==> config.mk <==
export PLATFORM = sky130hd
export DESIGN_NAME = audio_ser_rx
export DESIGN_NICKNAME = d
export VERILOG_FILES = /design/src/rtl/audio_ser_rx_pkg.sv /design/src/rtl/audio_ser_rx_ctrl.sv /design/src/rtl/audio_ser_rx_dpath.sv /design/src/rtl/audio_ser_rx.sv
export SDC_FILE = /design/constraint.sdc
export NUM_CORES = 1
export LEC_CHECK = 0
export BUFFER_PORTS_ARGS = -buffer_cell sky130_fd_sc_hd__buf_2
export CAP_MARGIN = 20
export CORE_AREA = 10 10 121 123
export CTS_CLUSTER_SIZE = 20
export DETAILED_ROUTE_END_ITERATION = 6
export DIE_AREA = 0 0 131 133
export GPL_TIMING_DRIVEN = 0
export PLACE_DENSITY_LB_ADDON = 0.05
export SLEW_MARGIN = 20
export SYNTH_ARGS = -nofsm -noshare
export SYNTH_HDL_FRONTEND = slang
export SYNTH_SLANG_ARGS = --single-unit
==> constraint.sdc <==
create_clock -name clk -period 4.1 [get_ports clk]
set_input_delay 0.41 -clock clk [delete_from_list [all_inputs] [get_ports clk]]
set_output_delay 0.41 -clock clk [all_outputs]
set_load 0.02 [all_outputs]
==> src/rtl/audio_ser_rx_pkg.sv <==
package audio_ser_rx_pkg;

  localparam int WORD_W = 24;
  localparam int POS_W  = $clog2(WORD_W);

  typedef enum logic [1:0] {
    FMT_RJ  = 2'd0,
    FMT_I2S = 2'd1,
    FMT_LJ  = 2'd2,
    FMT_DSP = 2'd3
  } fmt_e;

  // strobes from the slot controller to the word datapath
  typedef struct packed {
    logic             clear;
    logic             load;
    logic [POS_W-1:0] pos;
    logic             bitVal;
    logic             doneL;
    logic             doneR;
  } dpCtl_t;

endpackage

==> src/rtl/audio_ser_rx_ctrl.sv <==
module audio_ser_rx_ctrl
  import audio_ser_rx_pkg::*;
#(
  parameter int RJ_DELAY  = 16,
  parameter int SHORT_LEN = 16,
  parameter int IDX_W     = 6
) (
  input  logic             clk,
  input  logic             rstN,
  input  logic             bitClk,
  input  logic             frameClk,
  input  logic             serData,
  input  fmt_e             fmt,
  input  logic [1:0]       lenCode,
  input  logic             packedEn,
  output dpCtl_t           ctl,
  output logic [IDX_W-1:0] effLen
);

  localparam logic [IDX_W-1:0] IDX_MAX = {IDX_W{1'b1}};

  logic bcQ, fcQ, sdQ, bcPrev;
  logic fcLast, fcSeen, synced, chanRight, dspAny, slotDone;
  logic doneLQ, doneRQ;
  logic [IDX_W-1:0] bitIdx;

  logic riseEv, fallEv, isDsp, sampleEv, packedMode;
  logic levelEdge, dspStart, slotStart, newRight, curRight, live, take, lastBit;
  logic [IDX_W-1:0] msbDelay, curIdx, bitNo;

  function automatic logic [IDX_W-1:0] lenOf(input logic [1:0] code);
    case (code)
      2'd0:    lenOf = IDX_W'(16);
      2'd1:    lenOf = IDX_W'(18);
      2'd2:    lenOf = IDX_W'(20);
      default: lenOf = IDX_W'(24);
    endcase
  endfunction

  always_comb begin
    riseEv     = bcQ & ~bcPrev;
    fallEv     = ~bcQ & bcPrev;
    isDsp      = (fmt == FMT_DSP);
    sampleEv   = isDsp ? fallEv : riseEv;
    packedMode = packedEn && (fmt == FMT_RJ || fmt == FMT_LJ);

    if (packedMode || fmt == FMT_RJ) effLen = IDX_W'(SHORT_LEN);
    else                             effLen = lenOf(lenCode);

    if (packedMode)          msbDelay = '0;
    else if (fmt == FMT_RJ)  msbDelay = IDX_W'(RJ_DELAY);
    else if (fmt == FMT_I2S) msbDelay = IDX_W'(1);
    else                     msbDelay = '0;

    levelEdge = sampleEv && fcSeen && !isDsp && (fcQ != fcLast);
    dspStart  = sampleEv && fcSeen && isDsp && fcLast && !fcQ;
    slotStart = levelEdge || dspStart;

    if (isDsp)               newRight = dspAny ? ~chanRight : 1'b0;
    else if (fmt == FMT_I2S) newRight = fcQ;
    else                     newRight = ~fcQ;

    curIdx   = slotStart ? '0 : bitIdx;
    curRight = slotStart ? newRight : chanRight;
    live     = sampleEv && (slotStart || (synced && !slotDone));
    bitNo    = curIdx - msbDelay;
    take     = live && (curIdx >= msbDelay) && (bitNo < effLen);
    lastBit  = take && (bitNo == effLen - IDX_W'(1));

    ctl.clear  = slotStart;
    ctl.load   = take;
    ctl.pos    = bitNo[POS_W-1:0];
    ctl.bitVal = sdQ;
    ctl.doneL  = doneLQ;
    ctl.doneR  = doneRQ;
  end

  always_ff @(posedge clk or negedge rstN) begin
    if (!rstN) begin
      bcQ <= 1'b0; fcQ <= 1'b0; sdQ <= 1'b0; bcPrev <= 1'b0;
      fcLast <= 1'b0; fcSeen <= 1'b0; synced <= 1'b0;
      chanRight <= 1'b0; dspAny <= 1'b0; slotDone <= 1'b0;
      bitIdx <= '0; doneLQ <= 1'b0; doneRQ <= 1'b0;
    end else begin
      bcQ    <= bitClk;
      fcQ    <= frameClk;
      sdQ    <= serData;
      bcPrev <= bcQ;
      if (sampleEv) begin
        fcLast <= fcQ;
        fcSeen <= 1'b1;
      end
      if (slotStart) begin
        synced    <= 1'b1;
        chanRight <= newRight;
        bitIdx    <= IDX_W'(1);
        slotDone  <= 1'b0;
        if (isDsp) dspAny <= 1'b1;
      end else if (sampleEv && bitIdx != IDX_MAX) begin
        bitIdx <= bitIdx + IDX_W'(1);
      end
      if (lastBit) slotDone <= 1'b1;
      doneLQ <= lastBit && !curRight;
      doneRQ <= lastBit && curRight;
    end
  end

  // right-justified words never use more than the fixed short width
  assert_rj_width_R3: assert property (@(posedge clk) disable iff (!rstN)
    (ctl.load && fmt == FMT_RJ) |-> (ctl.pos < POS_W'(SHORT_LEN)));

  // packed slots never write beyond the short width
  assert_packed_width_R7: assert property (@(posedge clk) disable iff (!rstN)
    (ctl.load && packedMode) |-> (ctl.pos < POS_W'(SHORT_LEN)));

  // a completion strobe is always preceded by a bit load
  assert_done_after_load_R9: assert property (@(posedge clk) disable iff (!rstN)
    (ctl.doneL || ctl.doneR) |-> $past(ctl.load));

endmodule

==> src/rtl/audio_ser_rx_dpath.sv <==
module audio_ser_rx_dpath
  import audio_ser_rx_pkg::*;
#(
  parameter int IDX_W = 6
) (
  input  logic              clk,
  input  logic              rstN,
  input  dpCtl_t            ctl,
  input  logic [IDX_W-1:0]  effLen,
  output logic [WORD_W-1:0] leftData,
  output logic [WORD_W-1:0] rightData,
  output logic              leftValid,
  output logic              rightValid
);

  localparam logic [WORD_W-1:0] FULL = {WORD_W{1'b1}};

  logic [WORD_W-1:0] acc, accNext;
  logic [POS_W-1:0]  bitSlot;

  always_comb begin
    bitSlot = POS_W'(WORD_W - 1) - ctl.pos;
    accNext = ctl.clear ? '0 : acc;
    if (ctl.load) accNext[bitSlot] = ctl.bitVal;
  end

  always_ff @(posedge clk or negedge rstN) begin
    if (!rstN) begin
      acc        <= '0;
      leftData   <= '0;
      rightData  <= '0;
      leftValid  <= 1'b0;
      rightValid <= 1'b0;
    end else begin
      acc        <= accNext;
      leftValid  <= ctl.doneL;
      rightValid <= ctl.doneR;
      if (ctl.doneL) leftData  <= acc;
      if (ctl.doneR) rightData <= acc;
    end
  end

  // strobes are exclusive and last one cycle
  assert_strobe_excl_R9: assert property (@(posedge clk) disable iff (!rstN)
    !(leftValid && rightValid));
  assert_strobe_pulse_R9: assert property (@(posedge clk) disable iff (!rstN)
    (leftValid |=> !leftValid) and (rightValid |=> !rightValid));

  // bits below the active word length read zero when a word is announced
  assert_zero_fill_R2: assert property (@(posedge clk) disable iff (!rstN)
    (leftValid |-> ((leftData & (FULL >> effLen)) == '0)) and
    (rightValid |-> ((rightData & (FULL >> effLen)) == '0)));

  // reset clears outputs and strobes
  assert_reset_state_R10: assert property (@(posedge clk)
    !rstN |=> (!leftValid && !rightValid && leftData == '0 && rightData == '0));

endmodule

==> src/rtl/audio_ser_rx.sv <==
module audio_ser_rx
  import audio_ser_rx_pkg::*;
#(
  parameter int RJ_DELAY  = 16,
  parameter int SHORT_LEN = 16,
  parameter int IDX_W     = 6
) (
  input  logic              clk,
  input  logic              rstN,
  input  logic              bitClk,
  input  logic              frameClk,
  input  logic              serData,
  input  logic [1:0]        modePins,
  input  logic [1:0]        modeReg,
  input  logic [1:0]        lenPins,
  input  logic [1:0]        lenReg,
  input  logic              packedEn,
  output logic [WORD_W-1:0] leftData,
  output logic              leftValid,
  output logic [WORD_W-1:0] rightData,
  output logic              rightValid
);

  fmt_e             fmt;
  logic [1:0]       lenCode;
  dpCtl_t           ctl;
  logic [IDX_W-1:0] effLen;

  // both sources have equal weight
  assign fmt     = fmt_e'(modePins | modeReg);
  assign lenCode = lenPins | lenReg;

  audio_ser_rx_ctrl #(
    .RJ_DELAY(RJ_DELAY), .SHORT_LEN(SHORT_LEN), .IDX_W(IDX_W)
  ) ctrl_i (
    .clk(clk), .rstN(rstN), .bitClk(bitClk), .frameClk(frameClk),
    .serData(serData), .fmt(fmt), .lenCode(lenCode), .packedEn(packedEn),
    .ctl(ctl), .effLen(effLen)
  );

  audio_ser_rx_dpath #(.IDX_W(IDX_W)) dpath_i (
    .clk(clk), .rstN(rstN), .ctl(ctl), .effLen(effLen),
    .leftData(leftData), .rightData(rightData),
    .leftValid(leftValid), .rightValid(rightValid)
  );

endmodule

==> results.yml <==
placement:
  place.gp.congestion: 0.791
  placed_cells: 592
  port_buffers: 63
  hpwlAfterDp_mm: 7.11
  dp_slack_ps: -605
critical_path:
  slowest_delay_ps: 440
  crit_fanout: 19
  startpoint: "ctrl_i.fcQ"
  worstReg2RegStart: "ctrl_i.fcQ"
  required_ps: 4310
  critical_path.cell_chain: "xor2_1 -> and4_1 -> nor2_1 -> clkbuf_4 -> nand2_1 -> ha_1 -> ha_1 -> inv_1 -> xnor2_4 -> inv_2 -> ha_1 -> a21oi_1 -> or2_2 -> nor2b_2 -> nand4_1 -> mux2i_1"
  crit_family: "simple AND/OR/NAND/NOR gates"
  critPathLaunchType: "register"
  critPathBufInv: 3
  end_kind: "register"
  path_common_cell: "ha_1"
  cp.arrival_ps: 3920
  worst-setup-path-type: "reg2reg"
  cpMaxStageDelayCell: "dfrtp_1"
die:
  dieArea_um2: 17400
  core_area_um2: 12400
  die_y_um: 133
  start_util_pct: 34.2
  fp.dieW_um: 131
  rows: 41
  io_pins: 64
synth:
  syn_area_per_cell_um2: 11.9
  synth_cells: 356
  synth-seq-cells: 92
  netlist_area_um2: 4230
  synth_flop_cell: "dfrtp_1"
  async_reset_ff_share_pct: 100
  synth_edf_count: 0
  ys_warn_count: 0
  syn_nets: 377
  synth_cell_types: 50
  yosysSeqAreaShare_pct: 54.5
hold_path:
  worstHoldPathType: "in2reg"
  hp-start: "frameClk"
global_route:
  grt_max_degree: 58
  track_usage_pct: 11.9
  grt_pass1_wl_mm: 16.1
  grt-ovfl-total: 0
  antenna_found_initial: 0
  grt_pass1_vias: 2996
status:
  status: "complete, no violations"
finish:
  fin_util_pct: 41.5
  num_antenna_cells: 0
  stdcell_count: 608
  layout-drive-gt1-share_pct: 33.7
  syn_to_final_growth_pct: 21.3
  final_nets: 452
timing:
  relSlewSlack_pct: 50.3
  drv_slew: 0
  rsz0062_at_grt: "false"
  finalWorstSetupSlack_ps: 386
  clock_skew_ps: 9.03
  hold_viol: 0
  setup_violations: 0
  fin_tns_setup_ps: 0
  fmax_mhz: 269
  tightest_slew_ps: 746
  min_period_ps: 3710
  post-route-period-util_pct: 90.6
power_and_ir_drop:
  p_int_mw: 1.67
  p_sw_mw: 0.733
  ir_drop_v: 0.000180
  powerDensity_nw_per_um2: 468
  pwr-share-comb_pct: 21.6
  swShare_pct: 30.5
  p_leak_nw: 2.70
  p_seq_share_pct: 44.5
  p_clk_share_pct: 33.8
clocking:
  clock_latency_ps: 340
  h-tree-depth: 3
  clockBufferDepth: 2
  root_buffer: "clkbuf_16"
  cts_buffers: 9
  cts_tree: "built"
  clkSinkCount: 92
  clk_pin_slew_ps: 60
  post_cts_buffers: 0
routing:
  drt-total-wl_mm: 9.69
  wl_per_cell_um: 15.9
  ant_nets: 0
  viasPerCell: 4.75
  vias: 2885
  route.detailed.drc: 0
  first_iter_violations: 147
  drt-pass1-iter-count: 4
run:
  cap_violations: 0
-- what timing repair did --
action,CTS,global route
hold buffers,1,0
resized for setup,4,5
setup endpoints to repair,11,19
endpoints found under the hold margin,35,0
pin swaps,0,1
-- path summary, 6_finish.rpt --
kind,end,slack (ps),cells past startpoint
worst max-delay path,dpath_i.acc[4],390,16
max in group asynchronous,dpath_i.rightData[8],2970,3
worst min register to register,dpath_i.rightValid,380,0
worst max register to register,dpath_i.acc[4],390,16
min in group asynchronous,dpath_i.rightData[0],540,2
worst min-delay path,ctrl_i.fcQ,170,1
-- cell type report --
cell class / count / area, µm²
clock buffer: 13 / 280
clock inverter: 3 / 18.8
fill: 1208 / 7230
buffer: 16 / 85.1
sequential: 92 / 2300
tap: 172 / 215
multi-input combinational: 237 / 1830
inverter: 10 / 37.5
timing repair buffer: 65 / 359
-- routing by layer --
metal  GRT usage, %  vias up  wire (µm)
met5              0        -          0
met4           5.56        0        178
met3           3.40       11        485
met2           17.3       53       4270
met1           15.8     1414       4760
li1               -     1407          -
-- synth_stat cells, types with 3 or more instances --
library cell  instances  area (µm²)
nor2_1               15        56.3
mux2i_1              26         260
nand4_1               8        50.1
clkbuf_1             11        41.3
a21o_1                3        22.5
ha_1                  7        87.6
nand3_1              17        85.1
nor3_1                7        35.0
o21ai_0               7        35.0
dfrtp_1              92        2300
and2_1                4        25.0
mux2_2               49         552
and3_1                4        25.0
nand2b_1              4        25.0
inv_1                10        37.5
xor2_1                4        35.0
nand2_1              38         143
xnor2_1               3        26.3
a21oi_1               9        45.0
nor2b_1               4        25.0
-- registers in the layout, indices dropped and copies added (netlist names), 6 cells and up --
register,flops
dpath_i.rightData,24
dpath_i.acc,24
ctrl_i.bitIdx,6
dpath_i.leftData,24
-- cells by family (layout without fill, tap and decap cells) --
logic type	Yosys count	in the layout	share of synthesized area, %
AOI/OAI and AO/OA	31	31	5.09
adders and majority gates	7	7	2.07
xor gates and xnor gates	9	9	2.37
DFF	92	92	54.5
buffers and inverters	27	107	2.90
and+or+nand+nor	115	115	13.9
muxes	75	75	19.2
-- cells in the final DEF, fill, tap and decap left out, drive strengths merged, types with 5 or more instances in the layout --
cell,netlist,layout
a21oi,9,9
buf,5,68
clkbuf,12,25
dfrtp,92,92
ha,7,7
inv,10,10
mux2,49,49
mux2i,26,26
nand2,38,38
nand3,17,17
nand4,9,9
nor2,15,15
nor3,8,8
o21ai,7,7
xor2,5,5
-- power by group through the flow --
stage               clock (mW)  combinational [mW]  sequential (mW)
global route             0.878               0.588             1.08
finish                   0.812               0.519             1.07
CTS                      0.843               0.515             1.07
floorplan                    0               0.364             1.06
global placement             0               0.494             1.08
detailed placement           0               0.506             1.08
-- worst register-to-register path, delay by kind of cell, from the launching register on --
family          cells  cell delay (ps)
fa+ha+maj           3              760
simple gates        6             1080
flops               1              440
mux                 1              150
xor+xnor            2              340
buf+inv             3              610
compound gates      1              200
-- through the flow --
stage	area, µm²	total power, mW	hold slack (ps)
floorplan	4230	1.43	114
global placement	4760	1.58	381
global route	5130	2.55	152
finish	5130	2.40	167
detailed placement	4790	1.59	338
CTS	5110	2.43	149
Note: power is estimated with default switching activity, not from simulation.
